<file path="config.mk">
export PLATFORM = sky130hd
export DESIGN_NAME = modulus_timing_gen
export DESIGN_NICKNAME = d
export VERILOG_FILES = /design/src/rtl/mtg_pkg.sv /design/src/rtl/mtg_ctrl.sv /design/src/rtl/mtg_datapath.sv /design/src/rtl/modulus_timing_gen.sv
export SDC_FILE = /design/constraint.sdc
export NUM_CORES = 1
export LEC_CHECK = 0
export BUFFER_PORTS_ARGS = -buffer_cell sky130_fd_sc_hd__buf_2
export CAP_MARGIN = 20
export CORE_AREA = 3 3 40 42
export CTS_CLUSTER_DIAMETER = 30
export DETAILED_ROUTE_END_ITERATION = 8
export DIE_AREA = 0 0 43 45
export PLACE_DENSITY = 0.69
export SETUP_SLACK_MARGIN = 0.15
export SLEW_MARGIN = 20
export SYNTH_ARGS = -nofsm -noshare
export SYNTH_HDL_FRONTEND = slang
export SYNTH_SLANG_ARGS = --single-unit
</file>
<file path="constraint.sdc">
create_clock -name clk -period 1.95 [get_ports clk]
set_input_delay 0.0975 -clock clk [delete_from_list [all_inputs] [get_ports clk]]
set_output_delay 0.0975 -clock clk [all_outputs]
set_load 0.005 [all_outputs]
</file>
<file path="src/rtl/mtg_pkg.sv">
package mtg_pkg;

  // Strobes from control to datapath
  typedef struct packed {
    logic clearCnt;   // force the word count to zero next cycle
    logic restart;    // the clear comes from a mode change
    logic syncEdge;   // a sync rising edge was seen
  } strobeT;

endpackage

</file>
<file path="src/rtl/mtg_ctrl.sv">
module mtg_ctrl
  import mtg_pkg::*;
#(
  parameter int LEN0  = 4,
  parameter int LEN1  = 5,
  parameter int LEN2  = 8,
  parameter int CNT_W = 3,
  parameter int LEN_W = CNT_W + 1,
  parameter int GAP_W = CNT_W + 2
) (
  input  logic             clk,
  input  logic             rstN,
  input  logic [1:0]       modeSel,
  input  logic             syncIn,
  input  logic [CNT_W-1:0] cnt,
  output strobeT           strobes,
  output logic [LEN_W-1:0] curLen,
  output logic             locked
);

  localparam logic [GAP_W-1:0] GAP_SAT = '1;

  logic [1:0]       modeReg;
  logic             syncPrev;
  logic [GAP_W-1:0] gapCnt;
  logic             modeChg;
  logic             edgeDet;
  logic             aligned;
  logic [LEN_W-1:0] lastPos;

  always_comb begin
    case (modeReg)
      2'd0:    curLen = LEN_W'(LEN0);
      2'd1:    curLen = LEN_W'(LEN1);
      default: curLen = LEN_W'(LEN2);
    endcase
  end

  assign modeChg = (modeSel != modeReg);
  assign edgeDet = syncIn & ~syncPrev;
  assign lastPos = curLen - LEN_W'(1);
  assign aligned = (gapCnt == GAP_W'(curLen)) && ({1'b0, cnt} == lastPos);

  always_comb begin
    strobes.restart  = modeChg;
    strobes.syncEdge = edgeDet;
    strobes.clearCnt = modeChg | edgeDet;
  end

  always_ff @(posedge clk or negedge rstN) begin
    if (!rstN) begin
      modeReg  <= 2'd0;
      syncPrev <= 1'b0;
      gapCnt   <= GAP_SAT;
      locked   <= 1'b0;
    end else begin
      modeReg  <= modeSel;
      syncPrev <= syncIn;
      if (edgeDet)
        gapCnt <= GAP_W'(1);
      else if (gapCnt != GAP_SAT)
        gapCnt <= gapCnt + GAP_W'(1);
      if (modeChg)
        locked <= 1'b0;
      else if (edgeDet)
        locked <= aligned;
    end
  end

  // lock can only appear right after a sync edge
  a_r6_lock_after_edge: assert property (@(posedge clk) disable iff (!rstN)
    $rose(locked) |-> $past(edgeDet));

  // a misaligned edge with no mode change drops lock
  a_r7_misaligned_unlocks: assert property (@(posedge clk) disable iff (!rstN)
    (edgeDet && !aligned) |=> !locked);

  // a mode change drops lock
  a_r5_mode_unlocks: assert property (@(posedge clk) disable iff (!rstN)
    modeChg |=> !locked);

endmodule

</file>
<file path="src/rtl/mtg_datapath.sv">
module mtg_datapath
  import mtg_pkg::*;
#(
  parameter int CNT_W = 3,
  parameter int LEN_W = CNT_W + 1
) (
  input  logic             clk,
  input  logic             rstN,
  input  strobeT           strobes,
  input  logic [LEN_W-1:0] curLen,
  output logic [CNT_W-1:0] cnt,
  output logic             loadStb,
  output logic             slowClk
);

  logic [LEN_W-1:0] lastPos;
  logic [LEN_W-1:0] halfLen;
  logic             wrapNow;

  assign lastPos = curLen - LEN_W'(1);
  assign halfLen = curLen >> 1;
  assign wrapNow = ({1'b0, cnt} == lastPos);

  always_ff @(posedge clk or negedge rstN) begin
    if (!rstN)
      cnt <= '0;
    else if (strobes.clearCnt)
      cnt <= '0;
    else if (wrapNow)
      cnt <= '0;
    else
      cnt <= cnt + CNT_W'(1);
  end

  assign loadStb = (cnt == '0);
  assign slowClk = ({1'b0, cnt} < halfLen);

  // the count never leaves the word
  a_r1_cnt_in_range: assert property (@(posedge clk) disable iff (!rstN)
    {1'b0, cnt} < curLen);

  // a clear request lands as a zero count
  a_r4_clear_gives_zero: assert property (@(posedge clk) disable iff (!rstN)
    strobes.clearCnt |=> (cnt == '0));

  // the load strobe lasts a single cycle unless re-cleared
  a_r2_single_load: assert property (@(posedge clk) disable iff (!rstN)
    (loadStb && !strobes.clearCnt) |=> !loadStb);

  // the slow clock only rises at a word boundary
  a_r3_slow_rises_on_load: assert property (@(posedge clk) disable iff (!rstN)
    $rose(slowClk) |-> loadStb);

endmodule

</file>
<file path="src/rtl/modulus_timing_gen.sv">
module modulus_timing_gen
  import mtg_pkg::*;
#(
  parameter int LEN0 = 4,
  parameter int LEN1 = 5,
  parameter int LEN2 = 8
) (
  input  logic       clk,
  input  logic       rstN,
  input  logic [1:0] modeSel,
  input  logic       syncIn,
  output logic       loadStb,
  output logic       slowClk,
  output logic       locked
);

  localparam int MAX_LEN = (LEN0 > LEN1) ? ((LEN0 > LEN2) ? LEN0 : LEN2)
                                         : ((LEN1 > LEN2) ? LEN1 : LEN2);
  localparam int CNT_W = $clog2(MAX_LEN);
  localparam int LEN_W = CNT_W + 1;
  localparam int GAP_W = CNT_W + 2;

  strobeT           strobes;
  logic [LEN_W-1:0] curLen;
  logic [CNT_W-1:0] cnt;

  mtg_ctrl #(
    .LEN0(LEN0), .LEN1(LEN1), .LEN2(LEN2),
    .CNT_W(CNT_W), .LEN_W(LEN_W), .GAP_W(GAP_W)
  ) ctrl_i (
    .clk(clk), .rstN(rstN), .modeSel(modeSel), .syncIn(syncIn),
    .cnt(cnt), .strobes(strobes), .curLen(curLen), .locked(locked)
  );

  mtg_datapath #(
    .CNT_W(CNT_W), .LEN_W(LEN_W)
  ) dp_i (
    .clk(clk), .rstN(rstN), .strobes(strobes), .curLen(curLen),
    .cnt(cnt), .loadStb(loadStb), .slowClk(slowClk)
  );

endmodule

</file>
# After elaboration in Yosys (flattened, before gate mapping)
# Cells that the tools add are included.
# totals
out_inout_bits,3
register_bits,12
inputBits,5
wordCells,29
# op_classes
n_eq_ne,5
n_addsub,3
mux,7
n_bitwise,3
n_reduce_logical,5
n_lt_le_gt_ge,1
# op_table
cell,count
$mux W5,2
$pmux W4 S2,1
$mux W3,2
$add A5 B1 Y5 const B,1
$eq A5 B4 Y1,1
$ne A5 B5 Y1 const B,1
$eq A3 B4 Y1,1
$reduce_bool A2 Y1,2
$sub A4 B1 Y4 const B,1
$add A3 B1 Y3 const B,1
$logic_not A3 Y1,1
$lt A3 B3 Y1,1
$eq A2 B1 Y1 const B,1
$logic_not A2 Y1,1
$mux W1,2
$ne A2 B2 Y1,1
$and A1 B1 Y1,1
$logic_and A1 B1 Y1,1
$not A1 Y1,1
$or A1 B1 Y1,1

# Logic depth before layout (Yosys ltp)
# depth
ltp_word,7
depth_mapped,6
mapped_depth_nobuf,6

# By module
# From an unflattened synthesis, not the netlist that was laid out.
# unflattened
cells_unflattened,85
area_unflattened_um2,824.5
# modules_own_cells
module,cells_each,seq_area_each_um2,area_each_um2,n_inst
mtg_ctrl,50,231.5,513.0,1
mtg_datapath,35,75.1,311.5,1

# Worst setup path before layout
# No wires, ideal clock.
# synth_path
path_type,register -> register
start,register ctrl_i.gapCnt[0]
end,register ctrl_i.gapCnt[3]
t_required_ns,1.861
setup_ns,0.089
arrival_ns,1.417
n_path_buf,0
period_less_slack_ns,1.506
stages_incl_launch_ff,7
slack_ns,0.444
cell_sequence,dfstp_2 ha_1 and3_1 ha_1 nand4b_1 xor2_1 nor2_1
# synth_via
elab_chain_cells,3
elab_cells_between_ends,5
cone_classes,add/sub (1); eq/ne (1); mux (2); reduce/logical (1)
# synth_rtl
item,line_no,text
start: declaration,mtg_ctrl.sv:25,logic [GAP_W-1:0] gapCnt;
start signal: assignment,mtg_ctrl.sv:62,gapCnt <= gapCnt + GAP_W'(1);
$add A5 B1 Y5,mtg_ctrl.sv:62,
$mux W5,mtg_ctrl.sv:61,else if (gapCnt != GAP_SAT)
$mux W5,mtg_ctrl.sv:59,if (edgeDet)
# Parallel ways exist; a longest one is shown, timed or not. The select of a mux whose other input is x is not followed.
# A chain may end at the register's enable or synchronous reset.

# Final worst setup path
# Ends and elaborated chain as after synthesis.

==> impl_metrics.tcl <==
set metrics [dict create \
    status "completed" \
    gp_congestion 0.761 \
    synth_flop_cell "dfrtp_1" \
    antenna_cells 0 \
    synth_nets 72 \
    cts_sinks 12 \
    ir_drop_mv 0.596 \
    ys_top_cells_by_count "dfrtp_1 (7), dfstp_2 (5), ha_1 (5), nor2_1 (5), xor2_1 (5)" \
    total_leakage_power_nw 0.363 \
    clock.fmax_mhz 617 \
    antenna_found_initial 0 \
    wl_mm 1.17 \
    dpl.hpwl_um 860 \
    synth_top_area_cell "dfrtp_1" \
    synth_top_area_share_pct 25.5 \
    dieWidth_um 43 \
    synth-seq-area-share_pct 44.6 \
    setup.worst_path.class "reg -> reg" \
    drc 0 \
    fin_nets 88 \
    first_pass_iters 2 \
    vias_per_cell 5.16 \
    ys_warn_count 0 \
    post-route-period-util_pct 83.1 \
    pin_count 8 \
    syn_area_um2 687 \
    synth_edf_count 0 \
    wl_per_cell_um 12.7 \
    start_kind "flip-flop" \
    avgSynthCellArea_um2 11.1 \
    end_kind "flip-flop" \
    drive_gt1_share_pct 28.6 \
    cap_violations 0 \
    cp_data_arrival_time_ns 1.83 \
    ff2ff_setup_slack_ns 0.33 \
    cts_setup_buffers 0 \
    r2r_end "ctrl_i.gapCnt[3]$_DFFE_PN1P_" \
    synth_cell_types 28 \
    grt_pass1_wl_mm 2.16 \
    htree_levels 1 \
    grt_max_degree 13 \
    layout.cells.non_filler 92 \
    grt_overflow_total 0 \
    power_density_mw_per_mm2 860 \
    grt_usage_pct 15.7 \
    row_count 13 \
    ant_nets 0 \
    syn_to_final_growth_pct 18.4 \
    synth_area_leaders "dfrtp_1 (26%), dfstp_2 (19%), ha_1 (9.1%)" \
    dp.cells 84 \
    die_area_mm2 0.00194 \
    ctsResizeCount 0 \
    path_max_fanout 6 \
    cts_buffers 3 \
    ys_ff_latch 12 \
    core_area_mm2 0.00128 \
    hold_viol_final 0 \
    cts_tree "done" \
    vias 475 \
    grt_setup_unrepaired "no" \
    tightest_slew_ns 0.323 \
    holdBufCountCts 4 \
    reg2reg_from "ctrl_i.gapCnt[0]$_DFFE_PN1P_" \
    setup_tns_ns 0 \
    required_ns 2.16 \
    clk_pin_slew_ns 0.07 \
    setup_violations 0 \
    drt_iter0_markers 4 \
    clock_latency_ns 0.27 \
    synth_cells 62 \
    power_mw 0.699 \
    initial_core_util_pct 53.5 \
    cts_max_path_buffers 2 \
    reg2regPathDepth 6 \
    relSlewSlack_pct 78.5 \
    grt_pass1_vias 470 \
    hp-class "in -> async" \
    yosysMostFrequentCell "dfrtp_1" \
    min_period_ns 1.62 \
    root_buffer "clkbuf_4" \
    die_h_um 45 \
    skew_ns 0.000414 \
    async_reset_ff_share_pct 100 \
    port_buffers 7 \
    slew_viol_final 0 \
]
==> state kept, by name (all words and copies together), names as in the netlist <==
signal	cells
ctrl_i.modeReg	2
ctrl_i.gapCnt	5
dp_i.cnt	3
ctrl_i.locked	1
ctrl_i.syncPrev	1
==> layer usage <==
metal	track usage, %	vias to the layer above	wire, µm
met4	5.42	0	10
met2	22.8	9	544
met3	7.17	2	54
met1	21.0	220	556
li1	-	244	-
met5	0	-	0
==> cells in the final DEF, fill, tap and decap left out, drive strengths merged, types with 3 or more instances in the layout <==
master       n
nand2        3
nor2b        3
and2         3
xor2         5
dfrtp        7
ha           5
nor2         5
dfstp        5
dlygate4sd3  4
clkbuf       4
inv          3
buf          8
==> worst max-delay path: stages (launching register included) <==
cell and delay (ns):
dfstp_2 0.60, ha_1 0.18, and3_1 0.17, ha_1 0.26, nand4b_1 0.15, xor2_1 0.14, nor2_1 0.05
==> final cells by class <==
class,instances,area [µm²]
Clock buffer,4,36.3
Fill cell,107,472
Inverter,3,11.3
Multi-Input combinational cell,46,358
Sequential cell,12,307
Tap cell,15,18.8
Timing Repair Buffer,12,82.6
==> worst max path at each step <==
stage,from,endpoint,slack [ns]
finish,ctrl_i.gapCnt[0]$_DFFE_PN1P_,ctrl_i.gapCnt[3]$_DFFE_PN1P_,0.33
global route,ctrl_i.gapCnt[0]$_DFFE_PN1P_,ctrl_i.gapCnt[3]$_DFFE_PN1P_,0.22
CTS,ctrl_i.gapCnt[0]$_DFFE_PN1P_,ctrl_i.gapCnt[3]$_DFFE_PN1P_,0.31
detailed placement,ctrl_i.gapCnt[0]$_DFFE_PN1P_,ctrl_i.gapCnt[3]$_DFFE_PN1P_,0.32
global placement,ctrl_i.gapCnt[0]$_DFFE_PN1P_,ctrl_i.gapCnt[3]$_DFFE_PN1P_,0.35
floorplan,ctrl_i.gapCnt[0]$_DFFE_PN1P_,ctrl_i.gapCnt[3]$_DFFE_PN1P_,0.44
==> power by group <==
part / switching (mW) / internal (mW)
sequential: 0.0471 / 0.313
combinational: 0.0643 / 0.0791
clock: 0.0822 / 0.113
total: 0.194 / 0.506
==> cells by family (layout without fill, tap and decap cells) <==
logic type	Yosys count	count (layout)	synth area share, %
AND/OR/NAND/NOR	26	26	23.5
flip-flops	12	12	44.6
AO/OA/AOI/OAI	7	7	8.92
XOR/XNOR	6	6	7.65
adder cells (fa/ha/maj)	5	5	9.11
buffers and inverters	4	19	3.28
multiplexers	2	2	2.91
==> per-stage QoR <==
stage	utilization, %	hold slack, ns	cell area, µm²	setup slack [ns]
after floorplan	-	-0.198	687	0.444
after global placement	57.4	-0.0151	737	0.353
after detailed placement	57.4	-0.0122	737	0.317
after CTS	63.3	0.220	813	0.305
after global routing	63.3	0.255	813	0.223
final	63.3	0.223	813	0.330
No activity file was read; power rests on OpenSTA's default activity.
